File: config.mk
export PLATFORM = sky130hd
export DESIGN_NAME = ser_cmd_bridge
export DESIGN_NICKNAME = d
export VERILOG_FILES = /design/src/rtl/scb_pkg.sv /design/src/rtl/scb_decode.sv /design/src/rtl/scb_seq.sv /design/src/rtl/scb_regbank.sv /design/src/rtl/ser_cmd_bridge.sv
export SDC_FILE = /design/constraint.sdc
export NUM_CORES = 1
export LEC_CHECK = 0
export ABC_CLOCK_PERIOD_IN_PS = 4700
export BUFFER_PORTS_ARGS = -buffer_cell sky130_fd_sc_hd__buf_4
export CAP_MARGIN = 20
export CORE_MARGIN = 3
export CORE_UTILIZATION = 32
export CTS_BUF_LIST = sky130_fd_sc_hd__clkbuf_16
export DETAILED_ROUTE_END_ITERATION = 6
export GPL_ROUTABILITY_DRIVEN = 1
export SYNTH_ARGS = -nofsm -noshare
export SYNTH_HDL_FRONTEND = slang
export SYNTH_SLANG_ARGS = --single-unit
File: constraint.sdc
create_clock -name clk -period 4.7 [get_ports clk]
set_input_delay 0.47 -clock clk [delete_from_list [all_inputs] [get_ports clk]]
set_output_delay 0.47 -clock clk [all_outputs]
set_load 0.1 [all_outputs]
File: src/rtl/scb_pkg.sv
package scb_pkg;
    localparam int WORD_W    = 64;
    localparam int DATA_W    = 32;
    localparam int BYTE_W    = 8;
    localparam int SEL_W     = 3;
    localparam int OP_W      = 4;
    localparam int VALID_BIT = 63;
    localparam int RD_BIT    = 56;
    localparam int OP_LO     = 57;
    localparam int SEL_LO    = 32;
    localparam logic [OP_W-1:0]   OP_DIRECT = 4'd6;
    localparam logic [BYTE_W-1:0] STAT_IDLE = 8'hF8;

    typedef enum logic [SEL_W-1:0] {
        SEL_SADDR   = 3'd0,
        SEL_DATA    = 3'd1,
        SEL_CTRL    = 3'd2,
        SEL_CLKSTAT = 3'd3,
        SEL_SADDR_X = 3'd4,
        SEL_SPARE5  = 3'd5,
        SEL_SPARE6  = 3'd6,
        SEL_SRST    = 3'd7
    } sel_e;

    typedef struct packed {
        logic              launch;
        logic              direct;
        logic              rd;
        sel_e              sel;
        logic [BYTE_W-1:0] wbyte;
    } cmd_dec_t;

    typedef struct packed {
        logic [BYTE_W-1:0] saddr;
        logic [BYTE_W-1:0] saddr_x;
        logic [BYTE_W-1:0] data;
        logic [BYTE_W-1:0] ctrl;
        logic [BYTE_W-1:0] clkdiv;
        logic [BYTE_W-1:0] stat;
    } reg_bank_t;
endpackage

File: src/rtl/scb_decode.sv
module scb_decode
    import scb_pkg::*;
(
    input  logic              valid_f,
    input  logic              rd_f,
    input  logic [OP_W-1:0]   op_f,
    input  logic [SEL_W-1:0]  sel_f,
    input  logic [BYTE_W-1:0] byte_f,
    output cmd_dec_t          dec
);
    always_comb begin
        dec.launch = valid_f;
        dec.direct = (op_f == OP_DIRECT);
        dec.rd     = rd_f;
        dec.sel    = sel_e'(sel_f);
        dec.wbyte  = byte_f;
    end
endmodule

File: src/rtl/scb_seq.sv
module scb_seq
    import scb_pkg::*;
#(
    parameter int ACC_LAT = 2
) (
    input  logic              clk,
    input  logic              rst_n,
    input  logic              host_we,
    input  logic [WORD_W-1:0] host_wdata,
    input  logic [BYTE_W-1:0] acc_rbyte,
    output logic [WORD_W-1:0] cmd_word,
    output logic              acc_fire,
    output logic              acc_rd,
    output sel_e              acc_sel,
    output logic [BYTE_W-1:0] acc_wbyte
);
    localparam int CNT_W = (ACC_LAT > 1) ? $clog2(ACC_LAT) : 1;
    localparam logic [CNT_W-1:0] CNT_LOAD = CNT_W'(ACC_LAT - 1);

    typedef struct packed {
        logic [WORD_W-1:0] cmd;
        logic [CNT_W-1:0]  cnt;
    } seq_t;

    seq_t     s_d, s_q;
    cmd_dec_t cur;
    logic     hst_launch, hst_direct;

    scb_decode u_dec_cur (
        .valid_f (s_q.cmd[VALID_BIT]),
        .rd_f    (s_q.cmd[RD_BIT]),
        .op_f    (s_q.cmd[OP_LO +: OP_W]),
        .sel_f   (s_q.cmd[SEL_LO +: SEL_W]),
        .byte_f  (s_q.cmd[BYTE_W-1:0]),
        .dec     (cur)
    );

    assign hst_launch = host_wdata[VALID_BIT];
    assign hst_direct = (host_wdata[OP_LO +: OP_W] == OP_DIRECT);

    always_comb begin
        s_d      = s_q;
        acc_fire = 1'b0;
        if (cur.launch && cur.direct) begin
            if (s_q.cnt == '0) begin
                acc_fire             = 1'b1;
                s_d.cmd[VALID_BIT]   = 1'b0;
                if (cur.rd)
                    s_d.cmd[DATA_W-1:0] = {{(DATA_W-BYTE_W){1'b0}}, acc_rbyte};
            end else begin
                s_d.cnt = s_q.cnt - 1'b1;
            end
        end else if (host_we) begin
            s_d.cmd = host_wdata;
            if (hst_launch) begin
                if (hst_direct)
                    s_d.cnt = CNT_LOAD;
                else
                    s_d.cmd[VALID_BIT] = 1'b0;
            end
        end
    end

    always_ff @(posedge clk) begin
        if (!rst_n) s_q <= '0;
        else        s_q <= s_d;
    end

    assign cmd_word  = s_q.cmd;
    assign acc_rd    = cur.rd;
    assign acc_sel   = cur.sel;
    assign acc_wbyte = cur.wbyte;

    assert_launch_R3: assert property (@(posedge clk) disable iff (!rst_n)
        (!cmd_word[VALID_BIT] && host_we && host_wdata[VALID_BIT] && hst_direct)
        |=> cmd_word[VALID_BIT]);

    assert_busy_ignore_R7: assert property (@(posedge clk) disable iff (!rst_n)
        (cmd_word[VALID_BIT] && host_we)
        |=> (cmd_word[62:DATA_W] == $past(cmd_word[62:DATA_W])));

    assert_quick_done_R8: assert property (@(posedge clk) disable iff (!rst_n)
        (!cmd_word[VALID_BIT] && host_we && host_wdata[VALID_BIT] && !hst_direct)
        |=> (!cmd_word[VALID_BIT] && cmd_word[62:0] == $past(host_wdata[62:0])));

    assert_read_clear_R5: assert property (@(posedge clk) disable iff (!rst_n)
        (acc_fire && acc_rd)
        |=> (!cmd_word[VALID_BIT] && cmd_word[DATA_W-1:BYTE_W] == '0));
endmodule

File: src/rtl/scb_regbank.sv
module scb_regbank
    import scb_pkg::*;
(
    input  logic              clk,
    input  logic              rst_n,
    input  logic              acc_fire,
    input  logic              acc_rd,
    input  sel_e              acc_sel,
    input  logic [BYTE_W-1:0] acc_wbyte,
    input  logic              eng_stat_we,
    input  logic [BYTE_W-1:0] eng_stat,
    output logic [BYTE_W-1:0] acc_rbyte,
    output reg_bank_t         regs
);
    reg_bank_t r_d, r_q;
    logic      wr_go;

    assign wr_go = acc_fire && !acc_rd;

    always_comb begin
        r_d = r_q;
        if (eng_stat_we) r_d.stat = eng_stat;
        if (wr_go) begin
            unique case (acc_sel)
                SEL_SADDR:   r_d.saddr   = acc_wbyte;
                SEL_DATA:    r_d.data    = acc_wbyte;
                SEL_CTRL:    r_d.ctrl    = acc_wbyte;
                SEL_CLKSTAT: r_d.clkdiv  = acc_wbyte;
                SEL_SADDR_X: r_d.saddr_x = acc_wbyte;
                SEL_SRST: begin
                    r_d.ctrl = '0;
                    r_d.stat = STAT_IDLE;
                end
                default: ;
            endcase
        end
    end

    always_comb begin
        unique case (acc_sel)
            SEL_SADDR:   acc_rbyte = r_q.saddr;
            SEL_DATA:    acc_rbyte = r_q.data;
            SEL_CTRL:    acc_rbyte = r_q.ctrl;
            SEL_CLKSTAT: acc_rbyte = r_q.stat;
            SEL_SADDR_X: acc_rbyte = r_q.saddr_x;
            default:     acc_rbyte = '0;
        endcase
    end

    always_ff @(posedge clk) begin
        if (!rst_n) begin
            r_q      <= '0;
            r_q.stat <= STAT_IDLE;
        end else begin
            r_q <= r_d;
        end
    end

    assign regs = r_q;

    assert_soft_reset_R9: assert property (@(posedge clk) disable iff (!rst_n)
        (wr_go && acc_sel == SEL_SRST)
        |=> (r_q.ctrl == '0 && r_q.stat == STAT_IDLE));

    assert_data_write_R4: assert property (@(posedge clk) disable iff (!rst_n)
        (wr_go && acc_sel == SEL_DATA) |=> (r_q.data == $past(acc_wbyte)));

    assert_stat_keep_R6: assert property (@(posedge clk) disable iff (!rst_n)
        (wr_go && acc_sel == SEL_CLKSTAT && !eng_stat_we) |=> $stable(r_q.stat));
endmodule

File: src/rtl/ser_cmd_bridge.sv
module ser_cmd_bridge
    import scb_pkg::*;
#(
    parameter int ACC_LAT = 2
) (
    input  logic        clk,
    input  logic        rst_n,
    input  logic        host_we,
    input  logic [63:0] host_wdata,
    output logic [63:0] cmd_word,
    input  logic        eng_stat_we,
    input  logic [7:0]  eng_stat,
    output logic [7:0]  reg_saddr,
    output logic [7:0]  reg_saddr_x,
    output logic [7:0]  reg_data,
    output logic [7:0]  reg_ctrl,
    output logic [7:0]  reg_clkdiv,
    output logic [7:0]  reg_stat
);
    logic              acc_fire, acc_rd;
    sel_e              acc_sel;
    logic [BYTE_W-1:0] acc_wbyte, acc_rbyte;
    reg_bank_t         regs;

    scb_seq #(.ACC_LAT(ACC_LAT)) u_seq (
        .clk        (clk),
        .rst_n      (rst_n),
        .host_we    (host_we),
        .host_wdata (host_wdata),
        .acc_rbyte  (acc_rbyte),
        .cmd_word   (cmd_word),
        .acc_fire   (acc_fire),
        .acc_rd     (acc_rd),
        .acc_sel    (acc_sel),
        .acc_wbyte  (acc_wbyte)
    );

    scb_regbank u_bank (
        .clk         (clk),
        .rst_n       (rst_n),
        .acc_fire    (acc_fire),
        .acc_rd      (acc_rd),
        .acc_sel     (acc_sel),
        .acc_wbyte   (acc_wbyte),
        .eng_stat_we (eng_stat_we),
        .eng_stat    (eng_stat),
        .acc_rbyte   (acc_rbyte),
        .regs        (regs)
    );

    assign reg_saddr   = regs.saddr;
    assign reg_saddr_x = regs.saddr_x;
    assign reg_data    = regs.data;
    assign reg_ctrl    = regs.ctrl;
    assign reg_clkdiv  = regs.clkdiv;
    assign reg_stat    = regs.stat;
endmodule

==> impl_metrics.py <==
metrics = {
    "final_layout": {
        "num_antenna_cells": 0,
        "nets": 758,
        "final_common_cell": "buf_4",
        "areaGrowthSynthToFinish_pct": 32.39,
        "finalInstanceArea_um2": 6725,
        "final_cells": 906,
        "final_cell_mix": "190 x buf_4, 126 x nand2_1, 113 x dfxtp_1",
        "drive_gt1_share_pct": 33.81,
        "fill_cells": 1519,
    },
    "synthesis": {
        "yosys_warnings": 0,
        "netlist_area_um2": 5080,
        "synthDistinctLibCells": 35,
        "syn_area_per_cell_um2": 8.850,
        "synth_seq_area_share_pct": 44.53,
        "ys_ff_latch": 113,
        "synthCells": 574,
        "syn-num-nets": 650,
    },
    "placement": {
        "placed_area_um2": 6143,
        "port_buffers": 187,
        "globalplace.congestion": 0.8766,
        "dp.final_hpwl_um": 10630,
        "placed_cells": 872,
    },
    "detailed_routing": {
        "detail_route.vias_per_cell": 4.826,
        "via_count": 4372,
        "postRouteAntennaNets": 0,
        "first_iter_violations": 195,
        "dr.pass1.iters": 4,
        "wirelength_um": 14560,
        "drc": 0,
        "wl_per_cell_um": 16.07,
    },
    "clock_tree": {
        "cts_htree_levels": 4,
        "post_cts_buffers": 0,
        "numCtsBuffers": 17,
        "cts_resized": 0,
        "hold_buffers": 0,
        "root_buffer": "clkbuf_16",
        "cts_num_sinks": 113,
        "cts_tree": "built",
        "clk_path_buf_depth": 2,
        "insertion_delay_ns": 0.42,
        "clkTransAtPathRegs_ns": 0.06,
    },
    "hold_path": {
        "hp-class": "in -> reg",
    },
    "sta": {
        "rsz0062_at_grt": "no",
        "finalClockSkew_ns": 0.008013,
        "finalSetupViolations": 0,
        "fin_setup_tns_ns": 0,
        "period_share_pct": 48.62,
        "final-max-slew-violation-count": 0,
        "worstMarginPinSlew_ns": 0.9945,
        "relSlewSlack_pct": 33.70,
        "period_needed_ns": 2.285,
        "max_freq_mhz": 437.6,
        "hold_viol_final": 0,
    },
    "critical_path": {
        "cpPeakStageDelay_ns": 0.96,
        "cp_max_fo": 19,
        "startpoint_type": "flop",
        "cp_top_family": "flip-flops",
        "required_ns": 4.23,
        "critical_path_depth": 1,
        "cp-startpoint": "u_seq.cmd_word[34]",
        "path_buf_inv": 1,
        "arrival_ns": 1.82,
        "cpMaxStageDelayCell": "dfxtp_1",
        "r2r_cells": 3,
        "reg2reg_to": "u_bank.regs[34]",
        "r2r_slack_ns": 2.45,
        "timing.rr.start": "u_seq.cmd_word[34]",
        "worstPathCellList": "buf_4",
        "endpoint": "cmd_word[34]",
        "setup.worst_path.end_class": "primary output",
        "path_class": "reg -> out",
    },
    "floorplanning": {
        "die-area_um2": 17420,
        "die_x_um": 132.0,
        "start_util_pct": 33.05,
        "rows": 45,
        "core_um2": 15370,
        "die_h_um": 132.0,
        "num_io_pins": 188,
    },
    "global_route": {
        "grt_pass1_vias": 4394,
        "grt_max_degree": 110,
        "grt_overflow": 0,
        "antenna_found_initial": 0,
        "grt_pass1_wl_um": 23070,
        "grt_usage_pct": 16.69,
    },
    "power": {
        "worst_ir_drop_vdd_mv": 0.2565,
        "p_per_area_nw_per_um2": 400.4,
        "p_leak_nw": 2.820,
    },
    "run": {
        "drv_cap": 0,
    },
    "outcome": {
        "status": "finished clean",
    },
}
-- power by group --
group / total, mW / switching [mW] / internal (mW)
logic: 0.461 / 0.341 / 0.120
clock network: 1.20 / 0.475 / 0.729
registers: 1.03 / 0.0340 / 0.993
total: 2.69 / 0.850 / 1.84
-- layer usage --
metal | routed length [um] | global-route usage [%]
met1 | 6206 | 20.70
met2 | 6754 | 26.68
met3 | 1324 | 5.916
met4 | 276 | 6.359
met5 | 0 | 0
-- worst min-delay path by stage --
stage	from	endpoint	cells after the start
2_1_floorplan	u_seq.cmd_word[46]	u_seq.cmd_word[46]	2
3_3_place_gp	u_bank.regs[10]	u_bank.regs[10]	2
3_5_place_dp	u_bank.regs[13]	u_bank.regs[13]	2
4_1_cts	eng_stat[4]	u_bank.regs[4]	3
5_1_grt	eng_stat[5]	u_bank.regs[5]	3
6_report	eng_stat[4]	u_bank.regs[4]	3
-- sequential cells by signal, summed over array words and instances, names as in the netlist --
name and flops:
u_seq.cmd_word 64, u_seq.s_q 1, u_bank.regs 48
-- through the flow --
step                setup slack, ns  total power [mW]  hold WS [ns]  util [%]
finish                        2.415             2.693        0.2714     43.75
global placement              2.496             1.505        0.4488     39.97
global route                  2.221             2.796        0.2756     43.75
CTS                           2.379             2.727        0.2515     43.61
floorplan                     3.151             1.419        0.4438         -
detailed placement            2.417             1.511        0.4524     39.97
-- cells by family (layout without fill, tap and decap cells) --
| group | Yosys count | after routing | synth area share (%) |
|---|---|---|---|
| AOI/OAI and AO/OA | 112 | 112 | 15.71 |
| muxes | 50 | 50 | 9.852 |
| and+or+nand+nor | 195 | 195 | 17.12 |
| DFF | 113 | 113 | 44.53 |
| buffers and inverters | 104 | 225 | 12.78 |
-- synth_stat cells --
master	instances	area share [%]
a21boi_0	53	7.8
a21oi_1	3	0.30
a22o_1	8	1.4
a31oi_1	6	0.74
and3_1	1	0.12
and4b_2	1	0.22
buf_1	2	0.15
buf_2	15	1.5
buf_4	64	9.5
clkbuf_1	22	1.6
dfxtp_1	113	45
inv_1	1	0.074
mux2i_1	50	9.9
nand2_1	126	9.3
nand2_4	1	0.22
nand2b_1	2	0.25
nand3_1	35	3.4
nand4_1	2	0.25
nand4b_1	2	0.34
nor2_1	14	1.0
nor2_2	1	0.12
nor2b_1	2	0.25
nor3_1	1	0.098
nor3_2	1	0.20
nor3b_1	2	0.30
nor3b_2	1	0.25
nor4_4	1	0.42
nor4b_1	1	0.17
o21a_1	2	0.30
o21ai_0	21	2.1
o221a_2	1	0.22
o2bb2ai_1	8	1.4
o31a_1	1	0.17
o31ai_1	9	1.3
or2_2	1	0.12
-- cell type report --
type	count	area, um2	share of cell area (%)
sequential	113	2262	33.64
multi-input combinational	357	2187	32.52
inverter	1	3.754	0.05581
timing repair buffer	192	1449	21.54
tap	211	264.0	3.926
clock inverter	15	133.9	1.991
clock buffer	17	425.4	6.326
No activity file was read; power rests on OpenSTA's default activity.
